### src/rtl/lsp_pkg.sv
package lsp_pkg;
   localparam int LSP_WORD_W = 32;

   // index width that never collapses to zero bits
   function automatic int lsp_idx_w(input int n);
      return (n > 1) ? $clog2(n) : 1;
   endfunction
endpackage

### src/rtl/lsp_snap_mem.sv
module lsp_snap_mem
   import lsp_pkg::*;
#(
   parameter int N_SEC        = 4,
   parameter int N_SUBSEC     = 2,
   parameter int REPORT_WORDS = 3,
   localparam int SNAP_W = REPORT_WORDS * LSP_WORD_W,
   localparam int SEC_W  = lsp_idx_w(N_SEC),
   localparam int SUB_W  = lsp_idx_w(N_SUBSEC),
   localparam int WRD_W  = lsp_idx_w(REPORT_WORDS)
) (
   input  logic                  clk,
   input  logic                  wr_en,
   input  logic [SEC_W-1:0]      wr_sec,
   input  logic [SUB_W-1:0]      wr_sub,
   input  logic [SNAP_W-1:0]     wr_data,
   input  logic [SEC_W-1:0]      rd_sec,
   input  logic [SUB_W-1:0]      rd_sub,
   input  logic [WRD_W-1:0]      rd_wrd,
   output logic [LSP_WORD_W-1:0] rd_word
);
   localparam int ENTRIES = N_SEC * N_SUBSEC;
   localparam int ENT_W   = lsp_idx_w(ENTRIES);

   logic [SNAP_W-1:0]     store [ENTRIES];
   logic [ENT_W-1:0]      wr_addr;
   logic [ENT_W-1:0]      rd_addr;
   logic [SNAP_W-1:0]     rd_snap;
   logic [LSP_WORD_W-1:0] rd_lanes [REPORT_WORDS];

   assign wr_addr = ENT_W'(wr_sec) * ENT_W'(N_SUBSEC) + ENT_W'(wr_sub);
   assign rd_addr = ENT_W'(rd_sec) * ENT_W'(N_SUBSEC) + ENT_W'(rd_sub);

   // whole-report write port: one entry per subsection
   always_ff @(posedge clk) begin
      if (wr_en) store[wr_addr] <= wr_data;
   end

   assign rd_snap = store[rd_addr];

   for (genvar g = 0; g < REPORT_WORDS; g++) begin : g_lane
      assign rd_lanes[g] = rd_snap[g*LSP_WORD_W +: LSP_WORD_W];
   end

   assign rd_word = rd_lanes[rd_wrd];
endmodule

### src/rtl/lsp_sec_ctrl.sv
module lsp_sec_ctrl
   import lsp_pkg::*;
#(
   parameter int N_SEC    = 4,
   parameter int N_SUBSEC = 2,
   localparam int SEC_W = lsp_idx_w(N_SEC),
   localparam int SUB_W = lsp_idx_w(N_SUBSEC),
   localparam int CNT_W = $clog2(N_SEC + 1)
) (
   input  logic             clk,
   input  logic             rst_n,
   input  logic             cap_req,
   input  logic             sec_freed,
   output logic             cap_accept,
   output logic             cap_drop,
   output logic [SEC_W-1:0] wr_sec,
   output logic [SUB_W-1:0] wr_sub,
   output logic [CNT_W-1:0] full_cnt
);
   logic ring_full;
   logic sec_done;

   assign ring_full  = (full_cnt == CNT_W'(N_SEC));
   assign cap_accept = cap_req && !ring_full;
   assign cap_drop   = cap_req && ring_full;
   assign sec_done   = cap_accept && (wr_sub == SUB_W'(N_SUBSEC - 1));

   always_ff @(posedge clk or negedge rst_n) begin
      if (!rst_n) begin
         wr_sec <= '0;
         wr_sub <= '0;
      end else if (cap_accept) begin
         if (sec_done) begin
            wr_sub <= '0;
            wr_sec <= (wr_sec == SEC_W'(N_SEC - 1)) ? '0 : wr_sec + 1'b1;
         end else begin
            wr_sub <= wr_sub + 1'b1;
         end
      end
   end

   always_ff @(posedge clk or negedge rst_n) begin
      if (!rst_n)                     full_cnt <= '0;
      else if (sec_done && !sec_freed) full_cnt <= full_cnt + 1'b1;
      else if (!sec_done && sec_freed) full_cnt <= full_cnt - 1'b1;
   end

   AST_DROP_KEEPS_PTR: assert property (@(posedge clk) disable iff (!rst_n)
      cap_drop |=> ($stable(wr_sec) && $stable(wr_sub)));
   AST_RING_BOUND: assert property (@(posedge clk) disable iff (!rst_n)
      full_cnt <= CNT_W'(N_SEC));
   AST_NO_FREE_EMPTY: assert property (@(posedge clk) disable iff (!rst_n)
      sec_freed |-> (full_cnt != '0));
endmodule

### src/rtl/lsp_drain.sv
module lsp_drain
   import lsp_pkg::*;
#(
   parameter int N_SEC        = 4,
   parameter int N_SUBSEC     = 2,
   parameter int REPORT_WORDS = 3,
   localparam int SEC_W = lsp_idx_w(N_SEC),
   localparam int SUB_W = lsp_idx_w(N_SUBSEC),
   localparam int WRD_W = lsp_idx_w(REPORT_WORDS),
   localparam int CNT_W = $clog2(N_SEC + 1)
) (
   input  logic             clk,
   input  logic             rst_n,
   input  logic             grant,
   input  logic [CNT_W-1:0] full_cnt,
   output logic             draining,
   output logic             last_beat,
   output logic             sec_ready,
   output logic [SEC_W-1:0] rd_sec,
   output logic [SUB_W-1:0] rd_sub,
   output logic [WRD_W-1:0] rd_wrd
);
   logic sub_end;
   logic wrd_end;
   logic start;

   assign wrd_end   = (rd_wrd == WRD_W'(REPORT_WORDS - 1));
   assign sub_end   = (rd_sub == SUB_W'(N_SUBSEC - 1));
   assign last_beat = draining && sub_end && wrd_end;
   assign sec_ready = last_beat ? (full_cnt > CNT_W'(1)) : (full_cnt != '0);
   assign start     = grant && sec_ready && (!draining || last_beat);

   always_ff @(posedge clk or negedge rst_n) begin
      if (!rst_n) begin
         draining <= 1'b0;
         rd_sec   <= '0;
         rd_sub   <= '0;
         rd_wrd   <= '0;
      end else begin
         if (last_beat) begin
            rd_sec <= (rd_sec == SEC_W'(N_SEC - 1)) ? '0 : rd_sec + 1'b1;
         end
         if (start) begin
            draining <= 1'b1;
            rd_sub   <= '0;
            rd_wrd   <= '0;
         end else if (last_beat) begin
            draining <= 1'b0;
         end else if (draining) begin
            if (wrd_end) begin
               rd_wrd <= '0;
               rd_sub <= rd_sub + 1'b1;
            end else begin
               rd_wrd <= rd_wrd + 1'b1;
            end
         end
      end
   end

   AST_GRANT_STARTS: assert property (@(posedge clk) disable iff (!rst_n)
      (grant && sec_ready && !draining) |=> draining);
   AST_BEAT_NEEDS_DATA: assert property (@(posedge clk) disable iff (!rst_n)
      draining |-> (full_cnt != '0));
   AST_IDLE_NO_GRANT: assert property (@(posedge clk) disable iff (!rst_n)
      (!draining && !sec_ready) |=> !draining);
   AST_LAST_DROPS_READY: assert property (@(posedge clk) disable iff (!rst_n)
      (last_beat && full_cnt == CNT_W'(1)) |-> !sec_ready);
endmodule

### src/rtl/lsp_ovf_track.sv
module lsp_ovf_track #(
   parameter int OVF_CNT_W = 8
) (
   input  logic                 clk,
   input  logic                 rst_n,
   input  logic                 drop,
   input  logic                 clr,
   output logic                 ovf_flag,
   output logic [OVF_CNT_W-1:0] ovf_count
);
   localparam logic [OVF_CNT_W-1:0] CNT_MAX = '1;

   always_ff @(posedge clk or negedge rst_n) begin
      if (!rst_n) begin
         ovf_flag  <= 1'b0;
         ovf_count <= '0;
      end else if (clr) begin
         ovf_flag  <= drop;
         ovf_count <= drop ? OVF_CNT_W'(1) : '0;
      end else if (drop) begin
         ovf_flag <= 1'b1;
         if (ovf_count != CNT_MAX) ovf_count <= ovf_count + 1'b1;
      end
   end

   AST_FLAG_STICKY: assert property (@(posedge clk) disable iff (!rst_n)
      (ovf_flag && !clr) |=> ovf_flag);
   AST_CNT_SATURATES: assert property (@(posedge clk) disable iff (!rst_n)
      (ovf_count == CNT_MAX && !clr) |=> (ovf_count == CNT_MAX));
   AST_CLR_EFFECT: assert property (@(posedge clk) disable iff (!rst_n)
      (clr && !drop) |=> (!ovf_flag && ovf_count == '0));
endmodule

### src/rtl/log_section_proxy.sv
module log_section_proxy
   import lsp_pkg::*;
#(
   parameter int N_SEC        = 4,
   parameter int N_SUBSEC     = 2,
   parameter int REPORT_WORDS = 3,
   parameter int OVF_CNT_W    = 8,
   localparam int SNAP_W = REPORT_WORDS * LSP_WORD_W
) (
   input  logic                  clk,
   input  logic                  rst_n,
   input  logic                  snap_valid,
   input  logic [SNAP_W-1:0]     snap_data,
   input  logic                  grant,
   input  logic                  ovf_clr,
   output logic                  sec_ready,
   output logic                  out_valid,
   output logic [LSP_WORD_W-1:0] out_word,
   output logic                  ovf_flag,
   output logic [OVF_CNT_W-1:0]  ovf_count
);
   localparam int SEC_W = lsp_idx_w(N_SEC);
   localparam int SUB_W = lsp_idx_w(N_SUBSEC);
   localparam int WRD_W = lsp_idx_w(REPORT_WORDS);
   localparam int CNT_W = $clog2(N_SEC + 1);

   if (N_SEC < 2) begin : g_bad_sec
      $error("log_section_proxy: N_SEC must be at least 2");
   end
   if (N_SUBSEC < 1) begin : g_bad_sub
      $error("log_section_proxy: N_SUBSEC must be at least 1");
   end
   if (REPORT_WORDS < 1) begin : g_bad_wrd
      $error("log_section_proxy: REPORT_WORDS must be at least 1");
   end
   if (OVF_CNT_W < 1) begin : g_bad_cnt
      $error("log_section_proxy: OVF_CNT_W must be at least 1");
   end

   logic             cap_accept;
   logic             cap_drop;
   logic [SEC_W-1:0] wr_sec;
   logic [SUB_W-1:0] wr_sub;
   logic [CNT_W-1:0] full_cnt;
   logic             draining;
   logic             last_beat;
   logic [SEC_W-1:0] rd_sec;
   logic [SUB_W-1:0] rd_sub;
   logic [WRD_W-1:0] rd_wrd;

   lsp_sec_ctrl #(.N_SEC(N_SEC), .N_SUBSEC(N_SUBSEC)) u_ctrl (
      .clk        (clk),
      .rst_n      (rst_n),
      .cap_req    (snap_valid),
      .sec_freed  (last_beat),
      .cap_accept (cap_accept),
      .cap_drop   (cap_drop),
      .wr_sec     (wr_sec),
      .wr_sub     (wr_sub),
      .full_cnt   (full_cnt)
   );

   lsp_snap_mem #(.N_SEC(N_SEC), .N_SUBSEC(N_SUBSEC), .REPORT_WORDS(REPORT_WORDS)) u_mem (
      .clk     (clk),
      .wr_en   (cap_accept),
      .wr_sec  (wr_sec),
      .wr_sub  (wr_sub),
      .wr_data (snap_data),
      .rd_sec  (rd_sec),
      .rd_sub  (rd_sub),
      .rd_wrd  (rd_wrd),
      .rd_word (out_word)
   );

   lsp_drain #(.N_SEC(N_SEC), .N_SUBSEC(N_SUBSEC), .REPORT_WORDS(REPORT_WORDS)) u_drain (
      .clk       (clk),
      .rst_n     (rst_n),
      .grant     (grant),
      .full_cnt  (full_cnt),
      .draining  (draining),
      .last_beat (last_beat),
      .sec_ready (sec_ready),
      .rd_sec    (rd_sec),
      .rd_sub    (rd_sub),
      .rd_wrd    (rd_wrd)
   );

   lsp_ovf_track #(.OVF_CNT_W(OVF_CNT_W)) u_ovf (
      .clk       (clk),
      .rst_n     (rst_n),
      .drop      (cap_drop),
      .clr       (ovf_clr),
      .ovf_flag  (ovf_flag),
      .ovf_count (ovf_count)
   );

   assign out_valid = draining;

   AST_NO_WRITE_ON_DRAIN_SEC: assert property (@(posedge clk) disable iff (!rst_n)
      (cap_accept && draining) |-> (wr_sec != rd_sec));
   AST_DROP_RAISES_FLAG: assert property (@(posedge clk) disable iff (!rst_n)
      cap_drop |=> ovf_flag);
endmodule

### config.mk
export PLATFORM = sky130hd
export DESIGN_NAME = log_section_proxy
export DESIGN_NICKNAME = d
export VERILOG_FILES = /design/src/rtl/lsp_pkg.sv /design/src/rtl/lsp_snap_mem.sv /design/src/rtl/lsp_sec_ctrl.sv /design/src/rtl/lsp_drain.sv /design/src/rtl/lsp_ovf_track.sv /design/src/rtl/log_section_proxy.sv
export SDC_FILE = /design/constraint.sdc
export NUM_CORES = 1
export LEC_CHECK = 0
export CAP_MARGIN = 30
export CORE_ASPECT_RATIO = 0.75
export CORE_UTILIZATION = 50
export DETAILED_ROUTE_END_ITERATION = 10
export PLACE_DENSITY = 0.76
export SETUP_SLACK_MARGIN = 0.05
export SLEW_MARGIN = 10
export SYNTH_ARGS = -nofsm -noshare
export SYNTH_HDL_FRONTEND = slang
export SYNTH_SLANG_ARGS = --single-unit
### constraint.sdc
create_clock -name clk -period 5.1 [get_ports clk]
set_input_delay 0.765 -clock clk [delete_from_list [all_inputs] [get_ports clk]]
set_output_delay 0.765 -clock clk [all_outputs]
set_load 0.02 [all_outputs]
# Word level (Yosys, flattened, before mapping)

Memory sizes are Yosys's and may differ from the RTL's.
Cells that the tools add are included.

$add $sub $neg: 10
$mul: 0
Div/mod/pow operators: 0
$lt $le $gt $ge: 2
Equality and inequality tests: 6
Shift operators: 0
Multiplexer cells: 27
Bitwise logic cells: 1
Reduce and logical (&&, ||, !) cells: 25

Operator list:

| operator            | count |
|---|---|
| $bmux 32 s2         | 1 |
| $mux 32             | 2 |
| $mux 8              | 3 |
| $mux 1              | 13 |
| $mux 2              | 6 |
| $reduce_bool 2->1   | 6 |
| $logic_and 1x1->1   | 9 |
| $add 8x1->8 const B | 1 |
| $ne 8x8->1 const B  | 1 |
| $add 2x1->2 const B | 3 |
| $add 3x1->3         | 2 |
| $eq 2x2->1 const B  | 3 |
| $mux 3              | 2 |
| $reduce_and 2->1    | 3 |
| $logic_not 1->1     | 4 |
| $add 3x1->3 const B | 1 |
| $eq 3x3->1 const B  | 1 |
| $ge 3x3->1 const B  | 1 |
| $gt 3x1->1 const B  | 1 |
| $not 2->3           | 1 |
| $reduce_and 3->1    | 1 |
| $reduce_bool 3->1   | 1 |
| $sub 3x1->3 const B | 1 |
| $add 1x1->1 const B | 2 |
| other kinds (2)     | 2 |

Register bits after elaboration: 21
Bits in latches: 0
RAM bits: 768
Memory bits (read-only): 0
Input port bits: 101
Memories: 1

Memory list:

| name        | depth | bits a word | rd ports | clocked after memory_dff | write ports | line               | text |
|---|---|---|---|---|---|---|---|
| u_mem.store | 8     | 96          | 1        | 0                        | 1           | lsp_snap_mem.sv:25 | `logic [SNAP_W-1:0] store [ENTRIES];` |

# Longest topological paths before layout

Gate-level depths: netlist (run 1).

Depth in word-level cells: 8
Mapped depth: 9

# Cells and area by module

From an unflattened synthesis (run 1), not the netlist that was laid out.

Cell total of the unflattened synthesis: 1603
Area total of the unflattened synthesis: 30734.5 µm²

Modules (own cells, without submodules):

| module        | times used | cells an instance | area each (µm²) |
|---|---|---|---|
| lsp_snap_mem  | 1          | 1496              | 29590.9 |
| lsp_ovf_track | 1          | 53                | 528.0 |
| lsp_sec_ctrl  | 1          | 25                | 315.3 |
| lsp_drain     | 1          | 29                | 300.3 |

# Least setup slack after synthesis (run 1)

No wires, ideal clock.

Kind: register to register
From: register u_ctrl.full_cnt[0]
To: memory u_mem.store[1][0] in the netlist's numbering, enable pin
Library setup time: 0.466 ns
Arrival time: 3.401 ns
Path slack: 1.233 ns
Stages on the path, launching flop included: 7
Buffers on the path: 1
Clock period less this slack: 3.867 ns
Path through: dfrtp_1 -> inv_1 -> ha_1 -> nand2_1 -> and3_1 -> clkbuf_1 -> and2_1

Cells in the longest elaborated chain, start to end: 5

RTL lines:

| element                      | line               | text |
|---|---|---|
| start, declared              | lsp_sec_ctrl.sv:18 | `output logic [CNT_W-1:0] full_cnt` |
| start signal, assigned       | lsp_sec_ctrl.sv:44 | `else if (sec_done && !sec_freed) full_cnt <= full_cnt + 1'b1;` |
| start signal, assigned       | lsp_sec_ctrl.sv:45 | `else if (!sec_done && sec_freed) full_cnt <= full_cnt - 1'b1;` |
| $eq 3x3->1                   | lsp_sec_ctrl.sv:23 | `assign ring_full = (full_cnt == CNT_W'(N_SEC));` |
| $logic_not 1->1              | lsp_sec_ctrl.sv:24 | `assign cap_accept = cap_req && !ring_full;` |
| $logic_and 1x1->1            | lsp_sec_ctrl.sv:24 |  |
| $mux 1                       | lsp_snap_mem.sv:36 | `if (wr_en) store[wr_addr] <= wr_data;` |
| $mux 1 (implied by the code) | lsp_snap_mem.sv:36 |  |
| end, declared                | lsp_snap_mem.sv:25 |  |

Every way passes these cells.

# Worst setup path in the final report (run 1)

From: register u_drain.rd_sub
To: output out_word[19]

Cells in the longest elaborated chain, start to end: 5

RTL lines:

| element                                     | line                    | text |
|---|---|---|
| start, declared                             | lsp_drain.sv:20         | `output logic [SUB_W-1:0] rd_sub,` |
| start signal, assigned                      | lsp_drain.sv:52         | `rd_sub <= rd_sub + 1'b1;` |
| $add 3x1->3                                 | lsp_snap_mem.sv:32      | `assign rd_addr = ENT_W'(rd_sec) * ENT_W'(N_SUBSEC) + ENT_W'(rd_sub);` |
| $mem_v2 8x96                                | n/a                     |  |
| $bmux 32 s2                                 | lsp_snap_mem.sv:45      | `assign rd_word = rd_lanes[rd_wrd];` |
| $mux 32 (implied by the code) (2 in series) | lsp_snap_mem.sv:45      |  |
| end, declared                               | log_section_proxy.sv:18 | `output logic [LSP_WORD_W-1:0] out_word,` |

Every way passes these cells. The select of a mux whose other input is x is not followed.

==> results of run 1 <==
-- power by group through the flow --
stage	Sequential (mW)	Combinational [mW]	Clock (mW)
2_1_floorplan	8.46	3.95	0
3_3_place_gp	8.49	6.02	0
3_5_place_dp	8.56	6.07	0
4_1_cts	8.43	6.11	5.56
5_1_grt	8.49	6.43	5.80
6_report	8.43	6.07	5.49
-- state kept, by name, indices dropped and copies added, names as in the netlist --
register / count
u_drain.rd_sub: 1
u_drain.rd_sec: 2
u_drain.rd_wrd: 2
u_drain.draining: 1
u_ctrl.wr_sub: 1
u_ovf.ovf_count: 8
u_mem.store: 768
u_ctrl.full_cnt: 3
u_ovf.ovf_flag: 1
u_ctrl.wr_sec: 2
-- placed cells by master (no fill, tap or decap), types with 15 or more instances in the layout --
cell type,n
a221oi_1,48
dfrtp_1,18
clkbuf_16,78
edfxtp_1,768
a22oi_1,70
nand3_1,47
clkdlybuf4s50_1,143
buf_4,22
mux2i_1,155
clkinv_1,17
mux4_2,116
o21ai_1,17
nor2_1,15
-- layer usage --
metal / vias up / global-route usage, % / part of all wire (%)
li1: 6520 / - / -
met1: 7852 / 30.9 / 41
met2: 635 / 33.0 / 47
met3: 117 / 6.68 / 9.7
met4: 24 / 5.83 / 1.7
met5: - / 0 / 0.25
-- how the worst max path moves through the flow --
| stage | endpoint | from | cells after the start | slack [ps] |
|---|---|---|---|---|
| 2_1_floorplan | u_mem.store[1][0]$_DFFE_PP_ | u_ctrl.full_cnt[0]$_DFFE_PN0P_ | 6 | 1230 |
| 3_3_place_gp | out_word[19] | u_drain.rd_sub$_DFFE_PN0P_ | 5 | 1310 |
| 3_5_place_dp | out_word[19] | u_drain.rd_sub$_DFFE_PN0P_ | 5 | 1300 |
| 4_1_cts | out_word[19] | u_drain.rd_sub$_DFFE_PN0P_ | 5 | 650 |
| 5_1_grt | out_word[11] | u_drain.rd_sub$_DFFE_PN0P_ | 6 | 560 |
| 6_report | out_word[19] | u_drain.rd_sub$_DFFE_PN0P_ | 5 | 690 |
-- metrics by stage --
step	total power, mW	util [%]	hold slack, ps	instances	worst slack (ps)
floorplan	12.4	-	460	1465	1230
global placement	14.5	54.5	480	2366	1310
detailed placement	14.6	54.5	487	2367	1300
CTS	20.1	58.5	442	2504	646
global route	20.7	58.6	474	2506	556
finish	20.0	58.6	456	2510	686
-- area by class of cell --
class / count / area [um^2] / share of cell area [%]
Clock inverter: 47 / 438 / 1.24
Clock buffer: 90 / 2000 / 5.64
Multi-Input combinational cell: 590 / 6400 / 18.1
Tap cell: 800 / 1000 / 2.83
Timing Repair Buffer: 180 / 1900 / 5.38
Antenna cell: 6 / 15.0 / 0.0424
Sequential cell: 789 / 23600 / 66.7
Inverter: 8 / 30.0 / 0.0849
-- cell families (layout without fill, tap and decap cells) --
group | count (synthesis) | count (layout)
flops | 789 | 789
mux | 272 | 272
compound gates | 181 | 181
simple gates | 118 | 118
buf+inv | 86 | 325
fa+ha+maj | 11 | 11
xor+xnor | 8 | 8
other cells | 0 | 6
-- critical path, cell delays in order, from the launching register on --
cell,delay (ps)
dfrtp_4,870
buf_12,320
mux4_2,550
a22oi_1,510
nand3_1,160
clkdlybuf4s50_1,580
-- cell usage after synthesis (all sizes together), types with 2 or more instances --
library cell	n
nor2	16
and3	2
clkbuf	29
mux4	116
nor3	3
o21ai	30
a22oi	70
nand3	47
ha	11
buf	49
nand2	14
inv	8
xnor2	6
dfrtp	21
o211ai	6
a221oi	52
a211oi	2
mux2i	155
nand2b	9
and2	13
xor2	2
nor2b	6
a21oi	9
a22o	2
edfxtp	768
==> reports/metrics.cfg, run 1 <==
[yosys]
yosys.area_share.simple_pct=2.04
synth_top_area_cell=edfxtp_1
yosysUniqueCellTypes=53
yosysWarnings=0
synth_edf_count=768
synth_mux_area_share_pct=13.7
ys_seq_area_share_pct=77.3
ys_async_sr_fraction_pct=2.66
ys_seq_elements=789
ys.flop_type=edfxtp_1
synth_xor_area_share_pct=0.230
netlist_instances=1465
syn-num-nets=1577
synthTopCellsByArea=edfxtp_1 76%, mux4_2 8.6%, mux2i_1 5.1%
synth_top_area_share_pct=75.6
synth_top_family_by_area=multiplexers
synthAdderAreaFrac_pct=0.451
synth.avg_cell_area_um2=20.8
synth_compound_area_share_pct=4.48
synth.cell_area_mm2=0.0305

[cts]
htreeDepth=3
clkSinkCount=789
tritoncts=built
clk_pin_slew_ps=60
cts-resized-gates=0
clk_path_buf_depth=3
holdBufCountCts=0
post_cts_buffers=0
insertion_delay_ps=620
root_buffer=clkbuf_16
cts_made_buffers=75

[die]
dieArea_mm2=0.0620
io_pins=144
rows=78
initial_core_util_pct=50.5
die_x_um=287
core_mm2=0.0604
dieHeight_um=216

[placed_design]
port_buffers=143
hpwl_um=37500
placed_area_mm2=0.0329
gp_congestion=0.801

[routing]
drt_iter0_drc=1640
route.detailed.drc=0
ant_nets=0
drt-total-wl_um=66800
viasPerCell=6.04
wire_per_inst_um=26.6
drt-pass1-iter-count=7
dr_total_vias=15100

[min_path]
hp-class=in -> async

[sta]
setup_viol=0
max_slew_margin_pct=33.5
slew_violations=0
period_share_pct=86.5
finalCriticalPeriod_ps=4410
fin_skew_ps=21.2
hold_viol_final=0
worst_pin_slew_ps=998
rsz0062_at_grt=no
max_freq_mhz=227
setup_tns_ps=0

[global_route]
grt_use_total_pct=21.8
antenna_found_initial=18
grt_pass1_wl_um=99100
grt_pass1_vias=15500
grt_overflow=0
grt_start_max_net_pins=98

[critical_path]
required_ps=4340
crit_arrival_ps=3650
ff2ff_path_depth=6
endpoint_kind=output port
cp-start-kind=flip-flop
r2r_end=u_mem.store[3][22]$_DFFE_PP_
timing.rr.start=u_ctrl.full_cnt[0]$_DFFE_PN0P_
path_max_fanout=31
rrSetupSlack_ps=2260
worstSetupPathType=reg -> out

[power_and_ir_drop]
power_density_mw_per_mm2=565
power.share.clock_pct=27.5
p_leak_nw=11.8
switching_share_pct=31.2
power_switching_mw=6.23
p_int_mw=13.8
p_comb_share_pct=30.4
seqPwrFrac_pct=42.2
ir_drop_mv=0.438

[cells_and_area]
nNetsFinal=1756
fin_area_mm2=0.0354
n_fill_cell=4182
area_growth_pct=16.0
drive_gt1_share_pct=16.7

[flow_run]
maxCapViolCount=0

[run_status]
status=completed

(Power assumes the default switching activity.)
==> run 2: changes to the inputs <==
--- a/config.mk
+++ b/config.mk
@@ -9,7 +9,7 @@
 export CORE_ASPECT_RATIO = 0.75
 export CORE_UTILIZATION = 50
 export DETAILED_ROUTE_END_ITERATION = 10
-export PLACE_DENSITY = 0.76
+export PLACE_DENSITY = 0.77
 export SETUP_SLACK_MARGIN = 0.05
 export SLEW_MARGIN = 10
 export SYNTH_ARGS = -nofsm -noshare
==> run 2 against run 1 <==
Effect of this change: flip-flop and latch count unchanged; sequential share of layout area up 0.22 points; first-iteration DRC count up 9.1%; via count up 1.3%; final cell count up 0.24%; global-route usage up 0.28 points; clock-buffer cell count up 4; worst setup slack worse by 310 ps; largest power group unchanged; highest routed layer unchanged.
==> reports/metrics.cfg, run 2 (synthesis gave the netlist of run 1 again) <==
[run_status]
status=completed  ; unchanged

[critical_path]
crit_arrival_ps=3960  ; was 3650 ps
endpoint_kind=output port  ; unchanged
timing.rr.start=u_ctrl.full_cnt[0]$_DFFE_PN0P_  ; unchanged
critPathTopFamily=buffers and inverters  ; unchanged
required_ps=4340  ; about the same
path_max_fanout=26  ; was 31
worstSetupPathType=reg -> out  ; unchanged
cp-start-kind=flip-flop  ; unchanged
cp_cell_sequence=nor2b_4 -> buf_4 -> a221oi_1 -> a22oi_1 -> nand3_1 -> clkdlybuf4s50_1  ; was buf_12 -> mux4_2 -> a22oi_1 -> nand3_1 -> clkdlybuf4s50_1
critical-path-max-stage-delay_ps=820  ; was 870 ps
startpoint=u_drain.rd_sec[1]$_DFFE_PN0P_  ; was u_drain.rd_sub$_DFFE_PN0P_
path_buf_inv=2  ; unchanged
cp_slowest_cell=dfrtp_2  ; was dfrtp_4

[placed_design]
gp_congestion=0.784  ; was 0.801
port_buffers=143  ; unchanged
hpwl_um=38800  ; was 37,500 um
place_ws_ps=1030  ; was 1300 ps

[cts]
holdBufCountCts=0  ; unchanged
clk_pin_slew_ps=60  ; about the same
clk_path_buf_depth=3  ; unchanged
cts_made_buffers=76  ; was 75
cts-resized-gates=0  ; unchanged
htreeDepth=3  ; unchanged
tritoncts=built  ; unchanged
clkSinkCount=789  ; unchanged
root_buffer=clkbuf_16  ; unchanged
insertion_delay_ps=630  ; was 620 ps
post_cts_buffers=0  ; unchanged

[flow_run]
maxCapViolCount=0  ; unchanged

[power_and_ir_drop]
ir_drop_mv=0.340  ; was 0.438 mV
p_leak_nw=11.8  ; about the same
power_density_mw_per_mm2=562  ; was 565 mW/mm^2

[routing]
route.detailed.drc=0  ; unchanged
wire_per_inst_um=27.0  ; was 26.6 um
drt-total-wl_um=68000  ; was 66,800 um
drt-pass1-iter-count=5  ; was 7
dr_total_vias=15300  ; was 15.1k
ant_nets=0  ; unchanged
drt_iter0_drc=1789  ; was 1,640
viasPerCell=6.10  ; was 6.04

[sta]
max_slew_margin_pct=37.1  ; was 33.5%
period_share_pct=92.7  ; was 86.5%
max_freq_mhz=211  ; was 227 MHz
setup_ws_ps=371  ; was 686 ps
fin_skew_ps=27.7  ; was 21.2 ps
slew_violations=0  ; unchanged
setup_viol=0  ; unchanged
finalCriticalPeriod_ps=4730  ; was 4410 ps
worst_pin_slew_ps=943  ; was 998 ps
rsz0062_at_grt=no  ; unchanged
hold_viol_final=0  ; unchanged
setup_tns_ps=0  ; unchanged

[die]
dieArea_mm2=0.0620  ; unchanged
dieHeight_um=216  ; unchanged
rows=78  ; unchanged
core_mm2=0.0604  ; unchanged
die_x_um=287  ; unchanged
initial_core_util_pct=50.5  ; unchanged
io_pins=144  ; unchanged

[cells_and_area]
final_common_cell=edfxtp_1  ; unchanged
nNetsFinal=1763  ; was 1,756
final_cell_mix=768 x edfxtp_1, 155 x mux2i_1, 143 x clkdlybuf4s50_1, 116 x mux4_2, 76 x clkbuf_16  ; was 768 x edfxtp_1, 155 x mux2i_1, 143 x clkdlybuf4s50_1, 116 x mux4_2, 78 x clkbuf_16
drive_gt1_share_pct=16.5  ; was 16.7%
reg_top3=u_mem.store: 768 flops, u_ovf.ovf_count: 8 flops, u_ctrl.full_cnt: 3 flops  ; unchanged
area_growth_pct=15.7  ; was 16.0%
top_register=u_mem.store  ; unchanged
largest_reg_flops=768  ; unchanged

[global_route]
grt_start_max_net_pins=71  ; was 98
grt_pass1_wl_um=100000  ; was 99,100 um
grt_use_total_pct=22.1  ; was 21.8%
grt_pass1_vias=15600  ; was 15.5k
antenna_found_initial=16  ; was 18
grt_overflow=0  ; unchanged

[min_path]
hp-class=in -> async  ; unchanged

[run 2: metrics by stage]
| step | instances | hold WS [ps] | util (%) | instance area [um^2] | power, mW |
|---|---|---|---|---|---|
| floorplan | 1465 | 460 | - | 30500 | 12.4 |
| global placement | 2373 | 478 | 54.5 | 32900 | 14.4 |
| detailed placement | 2373 | 502 | 54.5 | 32900 | 14.6 |
| CTS | 2511 | 497 | 58.4 | 35300 | 19.9 |
| global route | 2513 | 540 | 58.4 | 35300 | 20.5 |
| finish | 2516 | 511 | 58.4 | 35300 | 19.8 |
[run 2: where the power goes]
group          internal [mW]  total [mW]  switching [mW]
sequential              8.09        8.52           0.427
combinational           2.48        5.99            3.51
clock                   2.96        5.30            2.35
total                   13.5        19.8            6.29
[run 2: worst register-to-register path: cells and delay by family, from the launching register on]
family | cells | cell delay (ps)
fa+ha+maj | 1 | 260
buf+inv | 2 | 550
flops | 1 | 440
simple gates | 3 | 1240
[run 2: area by class of cell]
type,instances,area [um^2]
inverter,8,30.0
clock buffer,94,2000
clock inverter,44,349
antenna,5,12.5
timing repair buffer,186,1880
multi-input combinational,590,6400
tap,800,1000
fill,4151,25100
sequential,789,23600
[run 2: final timing paths]
path	endpoint	slack [ps]	depth (start not counted)
worst max-delay path	out_word[28]	370	6
worst min-delay path	u_ovf.ovf_count[5]$_DFFE_PN0P_	510	2
worst max register to register	u_mem.store[1][70]$_DFFE_PP_	2270	6
worst min register to register	u_ctrl.wr_sub$_DFFE_PN0N_	510	1
max in group asynchronous	u_drain.rd_sec[0]$_DFFE_PN0P_	4330	2
min in group clk	u_ctrl.wr_sub$_DFFE_PN0N_	510	1
[run 2: routing by layer]
layer | GRT usage (%) | part of all wire [%]
met5 | 0 | 0.22
met4 | 6.26 | 2.3
met3 | 7.02 | 10
met2 | 34.5 | 48
met1 | 30.1 | 40
